$ cat src/rtl/frame_tw_pkg.sv
package frame_tw_pkg;
    localparam int SEL_W   = 4;
    localparam int CNT_W   = 2 ** SEL_W;
    localparam int PRESC   = 16;
    localparam int PRESC_W = $clog2(PRESC);

    typedef enum logic [0:0] {
        WD_COUNT   = 1'b0,
        WD_EXPIRED = 1'b1
    } wd_state_e;

    // Last count value before expiry: 2^(sel+1) - 1, built without overflow.
    function automatic logic [CNT_W-1:0] limit_of(input logic [SEL_W-1:0] sel);
        logic [CNT_W-1:0] ones;
        ones = '1;
        return ones >> (CNT_W - 1 - int'(sel));
    endfunction
endpackage

$ cat src/rtl/fs_edge.sv
module fs_edge (
    input  logic clk,
    input  logic rst_n,
    input  logic fsync,
    output logic rise
);
    logic fs_q;

    always_ff @(posedge clk) begin
        if (!rst_n) fs_q <= 1'b0;
        else        fs_q <= fsync;
    end

    assign rise = fsync & ~fs_q;

    // a held-high pulse never yields two rises in a row
    assert_single_rise_R3: assert property (@(posedge clk) disable iff (!rst_n)
        rise |=> !rise);
endmodule

$ cat src/rtl/sel_counter.sv
module sel_counter
    import frame_tw_pkg::*;
(
    input  logic             clk,
    input  logic             rst_n,
    input  logic             tick,
    input  logic             clr,
    input  logic [SEL_W-1:0] sel,
    output logic             hit
);
    logic [CNT_W-1:0] cnt;
    logic [CNT_W-1:0] lim;

    assign lim = limit_of(sel);
    assign hit = tick & ~clr & (cnt >= lim);

    always_ff @(posedge clk) begin
        if (!rst_n)    cnt <= '0;
        else if (clr)  cnt <= '0;
        else if (tick) cnt <= hit ? '0 : cnt + 1'b1;
    end

    // a count at or past the limit must expire on the next tick
    assert_late_limit_R8: assert property (@(posedge clk) disable iff (!rst_n)
        (tick && !clr && cnt >= lim) |=> (cnt == '0));
endmodule

$ cat src/rtl/wd_fsm.sv
module wd_fsm
    import frame_tw_pkg::*;
(
    input  logic             clk,
    input  logic             rst_n,
    input  logic             rise,
    input  logic             restart,
    input  logic [SEL_W-1:0] sel,
    output logic             timeout
);
    wd_state_e        state, state_nx;
    logic [PRESC_W-1:0] presc;
    logic             wd_tick;
    logic             wd_hit;

    assign wd_tick = rise & ~restart & (state == WD_COUNT) &
                     (presc == PRESC_W'(PRESC - 1));

    always_ff @(posedge clk) begin
        if (!rst_n)                          presc <= '0;
        else if (restart)                    presc <= '0;
        else if (rise && state == WD_COUNT)  presc <= (presc == PRESC_W'(PRESC - 1)) ? '0 : presc + 1'b1;
    end

    sel_counter u_wd_cnt (
        .clk   (clk),
        .rst_n (rst_n),
        .tick  (wd_tick),
        .clr   (restart),
        .sel   (sel),
        .hit   (wd_hit)
    );

    always_comb begin
        state_nx = state;
        unique case (state)
            WD_COUNT:   if (restart) state_nx = WD_COUNT;
                        else if (wd_hit) state_nx = WD_EXPIRED;
            WD_EXPIRED: if (restart) state_nx = WD_COUNT;
            default:    state_nx = WD_COUNT;
        endcase
    end

    always_ff @(posedge clk) begin
        if (!rst_n) state <= WD_COUNT;
        else        state <= state_nx;
    end

    always_comb begin
        timeout = (state == WD_EXPIRED);
    end

    assert_sticky_R5: assert property (@(posedge clk) disable iff (!rst_n)
        (timeout && !restart) |=> timeout);
    assert_restart_clears_R6: assert property (@(posedge clk) disable iff (!rst_n)
        restart |=> !timeout);
    assert_restart_wins_R9: assert property (@(posedge clk) disable iff (!rst_n)
        (restart && rise && !timeout) |=> !timeout);
endmodule

$ cat src/rtl/frame_timer_wdog.sv
module frame_timer_wdog
    import frame_tw_pkg::*;
(
    input  logic             clk,
    input  logic             rst_n,
    input  logic             fsync,
    input  logic [SEL_W-1:0] tmr_sel,
    input  logic [SEL_W-1:0] wd_sel,
    input  logic             wd_kick,
    input  logic             auto_kick_en,
    input  logic             host_access,
    output logic             tmr_irq,
    output logic             wd_timeout
);
    logic fs_rise;
    logic tmr_hit;
    logic restart;

    assign restart = wd_kick | (auto_kick_en & host_access);

    fs_edge u_edge (
        .clk   (clk),
        .rst_n (rst_n),
        .fsync (fsync),
        .rise  (fs_rise)
    );

    sel_counter u_tmr_cnt (
        .clk   (clk),
        .rst_n (rst_n),
        .tick  (fs_rise),
        .clr   (1'b0),
        .sel   (tmr_sel),
        .hit   (tmr_hit)
    );

    always_ff @(posedge clk) begin
        if (!rst_n) tmr_irq <= 1'b0;
        else        tmr_irq <= tmr_hit;
    end

    wd_fsm u_wd (
        .clk     (clk),
        .rst_n   (rst_n),
        .rise    (fs_rise),
        .restart (restart),
        .sel     (wd_sel),
        .timeout (wd_timeout)
    );

    assert_irq_pulse_R2: assert property (@(posedge clk) disable iff (!rst_n)
        tmr_irq |=> !tmr_irq);
    assert_irq_from_frame_R2: assert property (@(posedge clk) disable iff (!rst_n)
        $rose(tmr_irq) |-> $past(fs_rise));
    assert_timeout_from_frame_R4: assert property (@(posedge clk) disable iff (!rst_n)
        $rose(wd_timeout) |-> $past(fs_rise));
    assert_no_kick_when_off_R7: assert property (@(posedge clk) disable iff (!rst_n)
        (wd_timeout && !wd_kick && !auto_kick_en) |=> wd_timeout);
endmodule

$ cat config.mk
export PLATFORM = sky130hd
export DESIGN_NAME = frame_timer_wdog
export DESIGN_NICKNAME = d
export VERILOG_FILES = /design/src/rtl/frame_tw_pkg.sv /design/src/rtl/fs_edge.sv /design/src/rtl/sel_counter.sv /design/src/rtl/wd_fsm.sv /design/src/rtl/frame_timer_wdog.sv
export SDC_FILE = /design/constraint.sdc
export NUM_CORES = 1
export LEC_CHECK = 0
export BUFFER_PORTS_ARGS = -buffer_cell sky130_fd_sc_hd__buf_2
export CAP_MARGIN = 25
export CORE_MARGIN = 2
export CORE_UTILIZATION = 35
export DETAILED_ROUTE_END_ITERATION = 8
export PLACE_DENSITY = 0.59
export RECOVER_POWER = 25
export SYNTH_ARGS = -nofsm -noshare
export SYNTH_HDL_FRONTEND = slang
export SYNTH_HIERARCHICAL = 1
export SYNTH_SLANG_ARGS = --single-unit
$ cat constraint.sdc
create_clock -name clk -period 2.33 [get_ports clk]
set_clock_uncertainty 0.05 [all_clocks]
set_input_delay 0.466 -clock clk [delete_from_list [all_inputs] [get_ports clk]]
set_output_delay 0.466 -clock clk [all_outputs]
set_load 0.01 [all_outputs]
==> flow_metrics.tcl, run 1 <==
set metrics [dict create \
    status "completed" \
    placed_cells 440 \
    power_leakage_nw 1.25 \
    antenna_found_initial 0 \
    wl_per_cell_um 12.0 \
    die_w_um 92.9 \
    grt-busiest-layer "met2" \
    power_density_nw_per_um2 437 \
    synth_largest_area_cell "dfxtp_1" \
    gp_congestion 0.800 \
    setup_ws_ns 0.212 \
    ys_ff_latch 39 \
    grt.total_usage 0.135 \
    synth_top_area_frac 0.282 \
    top_level_ports 16 \
    cts_buffers 5 \
    post-dp-hpwl_mm 4.15 \
    nNetsFinal 393 \
    grt_pass1_vias 2174 \
    cp.arrival_ns 2.25 \
    htreeDepth 2 \
    final_common_cell "dfxtp_1" \
    ant_nets 0 \
    synthArstFlopShare 0 \
    path_max_fanout 12 \
    place_ws_ns -0.208 \
    grt_max_degree 15 \
    dr_total_vias 2246 \
    cts_buffer_depth 2 \
    die_area_um2 8620 \
    report.final.hold_viol_count 0 \
    layout-drive-gt1-share 0.208 \
    synth_cell_types 56 \
    first_iter_violations 59 \
    io_buffer_count 15 \
    cap_violations 0 \
    crit_required_ns 2.46 \
    wirelength_mm 5.38 \
    fin_crit_ns 2.12 \
    start_util 0.360 \
    design.core.area_um2 7690 \
    crit_path_end_kind "flop" \
    min_path_type "input port to flop" \
    fmax_mhz 472 \
    rsz0062_at_grt "no" \
    period_share 0.909 \
    synth_area_um2 2760 \
    finalHoldWorstSlack_ns 0.334 \
    grt_overflow 0 \
    final_cell_mix "39 x dfxtp_1, 33 x ha_1, 28 x nor2_1" \
    die_h_um 92.9 \
    final_util 0.412 \
    synthCells 317 \
    clkLatencyLatePin_ns 0.29 \
    gr-usage-met3 0.0301 \
    gr-usage-met2 0.220 \
    ir_worst_vdd_uv 158 \
    diodes 0 \
    synth-edff-count 0 \
    finalMaxSlewViolations 0 \
    root_buffer "clkbuf_8" \
    grt_pass1_wl_mm 9.57 \
    postSynthAreaPerCell_um2 8.72 \
    clk_pin_slew_ns 0.08 \
    rows 32 \
    setup_viol 0 \
    worstSetupPathType "input port to flop" \
    area_growth_pct 14.6 \
    tritoncts_num_sinks 39 \
    instances_no_fill 448 \
    via_per_inst 5.01 \
    yosysSeqAreaShare 0.282 \
    hold_buffers 0 \
    worst_setup_path_start_kind "input port" \
    cts_tree "done" \
    synth.area.top_cells "dfxtp_1 28%, ha_1 15%, xor2_1 4.8%, xnor2_1 4.4%, a21oi_1 3.8%" \
    synth_ff_type "dfxtp_1" \
    power_mw 1.38 \
    yosysWarnings 6 \
    drcViolationCount 0 \
    use_met1 0.177 \
    firstDrtPassIters 4 \
]
==> cells by family after synthesis <==
family / Yosys count / share of synthesized area
AO/OA/AOI/OAI: 50 / 0.117
adder cells (fa/ha/maj): 33 / 0.149
XOR/XNOR: 29 / 0.0919
flip-flops: 39 / 0.282
AND/OR/NAND/NOR: 146 / 0.321
other: 1 / 0.00136
multiplexers: 1 / 0.00362
buffers and inverters: 18 / 0.0330
==> registers in the layout (all words and copies together), names as in the netlist <==
register	cells
tmr_irq	1
u_edge/fs_q	1
u_tmr_cnt/cnt	16
u_wd/presc	4
u_wd/timeout	1
u_wd/u_wd_cnt/cnt	16
==> cell type report <==
cell class	count	area, um2
Tap cell	102	128
Sequential cell	39	781
Clock buffer	6	72.6
Multi-Input combinational cell	261	1890
Timing Repair Buffer	33	240
Fill cell	792	4520
Clock inverter	1	30.0
Inverter	6	22.5
==> path summary, 6_finish.rpt <==
path                 startpoint                    end  slack (ns)  cells past startpoint
setup reg to reg  u_wd/presc[0]  u_wd/u_wd_cnt/cnt[15]        0.22                      9
hold / removal            fsync            u_edge/fs_q        0.33                      2
setup / recovery     tmr_sel[3]       u_tmr_cnt/cnt[9]        0.21                     10
hold reg to reg   u_wd/presc[3]          u_wd/presc[3]        0.45                      2
==> what timing repair did <==
action / 4_1_cts / 5_1_grt
resized for setup: 0 / 1
endpoints found under the setup margin: 0 / 1
buffers inserted: 0 / 1
==> synth_stat cells (4+ instances only) <==
cell / instances
nor3_2: 4
nor3_1: 7
ha_1: 33
a21oi_1: 21
clkbuf_1: 8
nand2_1: 25
inv_1: 6
dfxtp_1: 39
and2_1: 4
nand4_1: 10
nand3_1: 13
and3_1: 5
nor2_2: 15
nor2_1: 28
xnor2_1: 14
nand3b_1: 5
xor2_1: 15
o21ai_0: 9
==> per-layer routing <==
metal,vias up,share of wire
met4,0,0.016
met2,28,0.46
met5,-,0
li1,1185,-
met3,9,0.024
met1,1024,0.50
==> where the power goes <==
part	switching, mW	total (mW)	leakage [nW]	internal (mW)
Clock	0.231	0.545	0.0513	0.314
Combinational	0.0938	0.168	0.886	0.0745
Sequential	0.00290	0.671	0.314	0.669
Total	0.327	1.38	1.25	1.06
==> worst max-delay path, stage by stage <==
cell and delay, ns:
buf_2 0.10, o21ai_0 0.09, or2_2 0.31, ha_1 0.31
nand4_1 0.12, a311oi_1 0.28, a21oi_1 0.12, a21oi_2 0.23
buf_12 0.17, nor2_1 0.05
==> through the flow <==
stage	TNS (ns)	cell area, um2
floorplan	0	2770
global placement	-2.07	3070
detailed placement	-2.30	3070
CTS	0	3170
global route	0	3170
finish	0	3170
No activity file was read; power rests on OpenSTA's default activity.
==> run 2, diff against run 1 <==
ABC_AREA = 1   (was not set)
PLACE_DENSITY = 0.58   (was 0.59)
SYNTH_HIERARCHICAL = not set   (was 1)
TNS_END_PERCENT = 5   (was not set)
==> run 2 against run 1 <==
Global-route usage rose by 1.0 points. Synthesized cell count rose by 33%. Clock power grew 7.7%. First-iteration DRC count increased by 3.4%. Via count rose by 13%. Wire length is 7.8% higher. Synthesized area grew 1.4%. Core utilization down 0.81 points. Worst setup slack gained 0.11 ns. Sequential power is 0.7% higher.
==> flow_metrics.tcl, run 2 <==
set metrics [dict create \
    status "completed" \
    yosys.cell_count.top_type "nand2_1" \
    yosysWarnings 0 \
    grt_pass1_vias 2316 \
    synth_largest_area_cell "dfxtp_1" \
    ys_ff_latch 39 \
    postSynthAreaPerCell_um2 6.63 \
    cap_violations 0 \
    worst_setup_path_start_kind "input port" \
    rows 32 \
    final_cell_mix "116 x nand2_1, 66 x nor2_1, 59 x inv_1" \
    wl_per_cell_um 10.6 \
    worstSetupPathType "input port to flop" \
    fin_crit_ns 2.01 \
    cp_cell_sequence "buf_2, or2_2, o21ai_0, ha_1, nand2_1, a21oi_1, nor2_1, nand2_1, nand2_1, nand2_1, nand2_2, nand2_2, nor2_1" \
    r2r_start "u_wd.presc[0]" \
    synth_top_area_frac 0.279 \
    cts_buffer_depth 2 \
    clk_pin_slew_ns 0.08 \
    filler_cell_count 835 \
    synth_area_um2 2800 \
    worstReg2RegEnd "u_wd.u_wd_cnt.cnt[9]" \
    final_util 0.404 \
    setup_viol 0 \
    cp_slowest_stage_delay_ns 0.32 \
    dr_total_vias 2540 \
    cpMaxStageDelayCell "or2_2" \
    ant_nets 0 \
    start_util 0.363 \
    crit_path_end_kind "flop" \
    power_leakage_nw 1.51 \
    synth-edff-count 0 \
    setup_tns_ns 0 \
    grt_pass1_wl_mm 10.2 \
    post-dp-hpwl_mm 4.65 \
    nNetsFinal 490 \
    reg_top3 "u_tmr_cnt.cnt x16, u_wd.u_wd_cnt.cnt x16, u_wd.presc x4" \
    via_per_inst 4.65 \
    gp_congestion 0.839 \
    finalMaxSlewViolations 0 \
    path_max_fanout 14 \
    min_path_type "input port to flop" \
    worst_pin_slew_ns 0.383 \
    die_w_um 93.5 \
    hold_buffers 0 \
    rr_worst_depth 8 \
    yosysSeqAreaShare 0.279 \
    crit_required_ns 2.50 \
    root_buffer "clkbuf_8" \
    r2r_slack_ns 0.49 \
    cts_buffers 5 \
    placed_cells 538 \
    ys_top_cells_by_count "116 x nand2_1, 65 x nor2_1, 59 x inv_1, 39 x dfxtp_1, 33 x ha_1" \
    grt_max_degree 15 \
    first_iter_violations 61 \
    wirelength_mm 5.80 \
    instances_no_fill 546 \
    cp-endpoint "u_wd.u_wd_cnt.cnt[9]" \
    grt_overflow 0 \
    design.core.area_um2 7730 \
    place_ws_ns 0.00362 \
    firstDrtPassIters 4 \
    antenna_found_initial 0 \
    clkLatencyLatePin_ns 0.29 \
    die_h_um 93.5 \
    io_buffer_count 15 \
    worstSetupStartpoint "wd_sel[1]" \
    die_area_um2 8740 \
    cts_tree "done" \
    relSlewSlack 0.743 \
    synthCells 423 \
    mappedNetlistNets 470 \
    synth_ff_type "dfxtp_1" \
    synthArstFlopShare 0 \
    setup_ws_ns 0.321 \
    final_common_cell "nand2_1" \
    layout-drive-gt1-share 0.0721 \
    htreeDepth 2 \
    grt.total_usage 0.145 \
    report.final.hold_viol_count 0 \
    period_share 0.862 \
    post-cts-setup-buffers 0 \
    seq_area_um2 781 \
    power_density_nw_per_um2 446 \
    drcViolationCount 0 \
    multiInputGateArea_um2 1770 \
    cpMostUsedCell "nand2_1" \
    rsz0062_at_grt "no" \
    tritoncts_num_sinks 39 \
    top_level_ports 16 \
    diodes 0 \
    cp.arrival_ns 2.18 \
    ir_worst_vdd_uv 216 \
    fmax_mhz 498 \
    area_growth_pct 11.3 \
    synth.area.top_cells "dfxtp_1 28%, nand2_1 16%, ha_1 15%, nor2_1 8.7%, inv_1 7.9%" \
    synth_cell_types 29 \
    post_cts_resized 0 \
]
## run 2: per-stage QoR
step | cell area [um2] | hold WS (ns) | power, mW
final | 3120 | 0.358 | 1.39
after global placement | 3010 | 0.386 | 0.818
after global routing | 3120 | 0.353 | 1.46
after CTS | 3130 | 0.352 | 1.42
after detailed placement | 3010 | 0.411 | 0.822
after floorplan | 2800 | 0.372 | 0.779
## run 2: cell type report
class | instances | area share
multi-input cells | 320 | 0.567
flip-flops and latches | 39 | 0.250
inverters | 60 | 0.0726
well taps | 102 | 0.0409
repair buffers | 17 | 0.0317
clock buffers | 6 | 0.0265
clock inverters | 2 | 0.0112
## run 2: power breakdown
part	switching [mW]	internal, mW	leakage [nW]
combinational	0.0820	0.0468	1.14
sequential	0.00504	0.671	0.315
clock	0.240	0.347	0.0612
## run 2: cell families (layout without fill, tap and decap cells)
group / Yosys count / after routing / share of synthesized area
compound gates: 39 / 39 / 0.0746
xor+xnor: 15 / 15 / 0.0469
fa+ha+maj: 33 / 33 / 0.147
buf+inv: 64 / 85 / 0.0893
simple gates: 233 / 233 / 0.363
flops: 39 / 39 / 0.279
## run 2: worst min path at each step
stage                        startpoint            end  slack, ns  depth (start not counted)
final                             fsync    u_edge.fs_q       0.36                          3
after global routing              fsync    u_edge.fs_q       0.35                          3
after CTS                         fsync    u_edge.fs_q       0.35                          3
after detailed placement  u_wd.presc[3]  u_wd.presc[3]       0.41                          1
after global placement    u_wd.presc[3]  u_wd.presc[3]       0.39                          1
after floorplan           u_wd.presc[3]  u_wd.presc[3]       0.37                          1
## run 2: critical path, delay by kind of cell
kind | cells | cell delay, ns
AOI/OAI and AO/OA | 2 | 0.22
adders and majority gates | 1 | 0.26
buffers and inverters | 1 | 0.13
and+or+nand+nor | 9 | 1.09
## run 2: per-layer routing
| metal | vias to the layer above | GRT usage | routed length (um) |
|---|---|---|---|
| met1 | 1122 | 0.178 | 2670 |
| met3 | 5 | 0.0266 | 221 |
| met4 | 0 | 0.0343 | 43 |
| met5 | - | 0 | 0 |
| met2 | 35 | 0.261 | 2870 |
| li1 | 1378 | - | - |
==> run 3, diff against run 2 <==
clock period = 1.7 ns   (was 2.33 ns; I/O delays follow)
==> run 3 against run 2 <==
Critical path depth increased by 1. Critical endpoint is now u_wd.u_wd_cnt.cnt[8]. Largest power group unchanged. Wire length increased by 4.0%. Sequential share of layout area decreased by 2.8 points. Combinational power increased by 75%. Worst setup slack got worse by 0.32 ns. Core utilization increased by 5.0 points.
==> flow_metrics.tcl, run 3 (synthesis gave the netlist of run 2 again) <==
set metrics [dict create \
    top_level_ports 16 \
    pwr-share-clk 0.409 \
    place_ws_ns -0.472 \
    power_density_nw_per_um2 555 \
    finalMaxSlewViolations 0 \
    grt_max_degree 16 \
    gp_congestion 0.816 \
    worst_setup_path_start_kind "input port" \
    nNetsFinal 527 \
    start_util 0.363 \
    grt_pass1_vias 2531 \
    power_mw 1.95 \
    final_util 0.454 \
    via_per_inst 4.58 \
    rsz0062_at_grt "yes" \
    die_w_um 93.5 \
    clk_pin_slew_ns 0.08 \
    htreeDepth 2 \
    min_path_type "input port to flop" \
    setup_ws_ns 0.00454 \
    wl_met2_mm 2.88 \
    met3_length_um 128 \
    cpMostUsedCell "nand2_1" \
    sw_frac_of_total 0.235 \
    fin_crit_ns 1.70 \
    design.core.area_um2 7730 \
    report.final.hold_viol_count 0 \
    path_max_fanout 5 \
    cp_num_buf_inv 4 \
    drcViolationCount 0 \
    cts_tree "done" \
    met1Wirelength_mm 2.99 \
    power_frac_seq 0.475 \
    tritoncts_num_sinks 39 \
    worst_pin_slew_ns 0.369 \
    final_common_cell "nand2_1" \
    topRoutingLayerUsed "met4" \
    comb_power_share 0.116 \
    placed_area_um2 3300 \
    worstSetupPathType "input port to flop" \
    rows 32 \
    area_growth_pct 25.1 \
    cp_cell_sequence "clkbuf_4, buf_4, o21ai_0, ha_1, nand2_1, inv_1, nand2_1, a21oi_2, nor2_1, nand2_1, nand2_2, buf_6, nand2_2, nor2_2" \
    clkLatencyLatePin_ns 0.28 \
    cp_slowest_stage_delay_ns 0.26 \
    reg_top3 "u_tmr_cnt.cnt x16, u_wd.u_wd_cnt.cnt x16, u_wd.presc x4" \
    crit_required_ns 1.88 \
    cts_buffer_depth 2 \
    ir_worst_vdd_uv 521 \
    firstDrtPassIters 4 \
    grt_pass1_wl_mm 10.7 \
    period_share 0.997 \
    wirelength_mm 6.03 \
    cp.arrival_ns 1.87 \
    post-dp-hpwl_mm 4.83 \
    die_area_um2 8740 \
    filler_cell_count 760 \
    p_int_mw 1.49 \
    crit_path_end_kind "flop" \
    root_buffer "clkbuf_8" \
    diodes 0 \
    layout-drive-gt1-share 0.187 \
    fin_area_um2 3510 \
    cpMaxStageDelayCell "ha_1" \
    cap_violations 0 \
    grt_overflow 0 \
    die_h_um 93.5 \
    fmax_mhz 590 \
    cts_buffers 5 \
    first_iter_violations 89 \
    final_cell_mix "113 x nand2_1, 61 x nor2_1, 56 x inv_1" \
    status "completed" \
    relSlewSlack 0.752 \
    p_switching_mw 0.457 \
    grt.total_usage 0.151 \
    path_delay_family "simple AND/OR/NAND/NOR gates" \
    power_leakage_nw 1.73 \
    antenna_found_initial 0 \
    ant_nets 0 \
    wl_per_cell_um 10.3 \
    setup_viol 0 \
    dr_total_vias 2673 \
    setup_tns_ns 0 \
    io_buffer_count 15 \
]
## run 3: changes by cell type in the layout (fill, tap and decap cells not counted), moves of 3 or more
| cell | previous run | this run |
|---|---|---|
| o21ai_2 | 0 | 3 |
| nor2_1 | 66 | 61 |
| buf_4 | 1 | 38 |
| o21ai_0 | 13 | 7 |
| nand2_1 | 116 | 113 |
| o21ai_1 | 1 | 4 |
| inv_2 | 0 | 3 |
| nor2_2 | 0 | 4 |
| clkbuf_1 | 3 | 0 |
| inv_1 | 59 | 56 |
## run 3: repair_timing
item                       4_1_cts  5_1_grt
pin swaps                        1       10
setup buffers                    0        1
setup endpoints to repair       29       34
hold buffers                     0        0
resized for setup                4       21
## run 3: power by group through the flow
stage | clock, mW | sequential (mW) | combinational [mW]
2_1_floorplan | 0 | 0.946 | 0.129
3_3_place_gp | 0 | 0.945 | 0.208
3_5_place_dp | 0 | 0.946 | 0.212
4_1_cts | 0.824 | 0.924 | 0.216
5_1_grt | 0.866 | 0.925 | 0.259
6_report | 0.796 | 0.924 | 0.226
## run 3: cell type report
cell class                 count  area [um2]  share of cell area
tap                          102         128              0.0364
multi-input combinational    320        1870               0.532
timing repair buffer          54         389               0.111
sequential                    39         781               0.223
clock inverter                 2        35.0             0.00999
clock buffer                   6        82.6              0.0235
inverter                      60         226              0.0646
## run 3: worst register-to-register path, delay by kind of cell, from the launching register on
family | cells | cell delay, ns
buf+inv | 2 | 0.11
fa+ha+maj | 1 | 0.19
flops | 1 | 0.36
simple gates | 7 | 0.89
## run 3: layer usage
metal,vias up,track usage
met1,1182,0.190
li1,1464,-
met4,0,0.0343
met5,-,0
met3,4,0.0306
met2,23,0.263
## run 3: final timing paths
path,slack [ns],startpoint,to,cells after the start
min,0.23,fsync,u_edge.fs_q,3
max reg2reg,0.01,u_wd.presc[1],u_wd.u_wd_cnt.cnt[8],10
min reg2reg,0.40,u_wd.presc[3],u_wd.presc[3],1
max,0.005,wd_sel[2],u_wd.u_wd_cnt.cnt[8],14
## run 3: per-stage QoR
step           hold WS (ns)  instances
3_3_place_gp          0.388        574
3_5_place_dp          0.391        574
6_report              0.227        583
5_1_grt               0.237        583
2_1_floorplan         0.372        423
4_1_cts               0.219        582
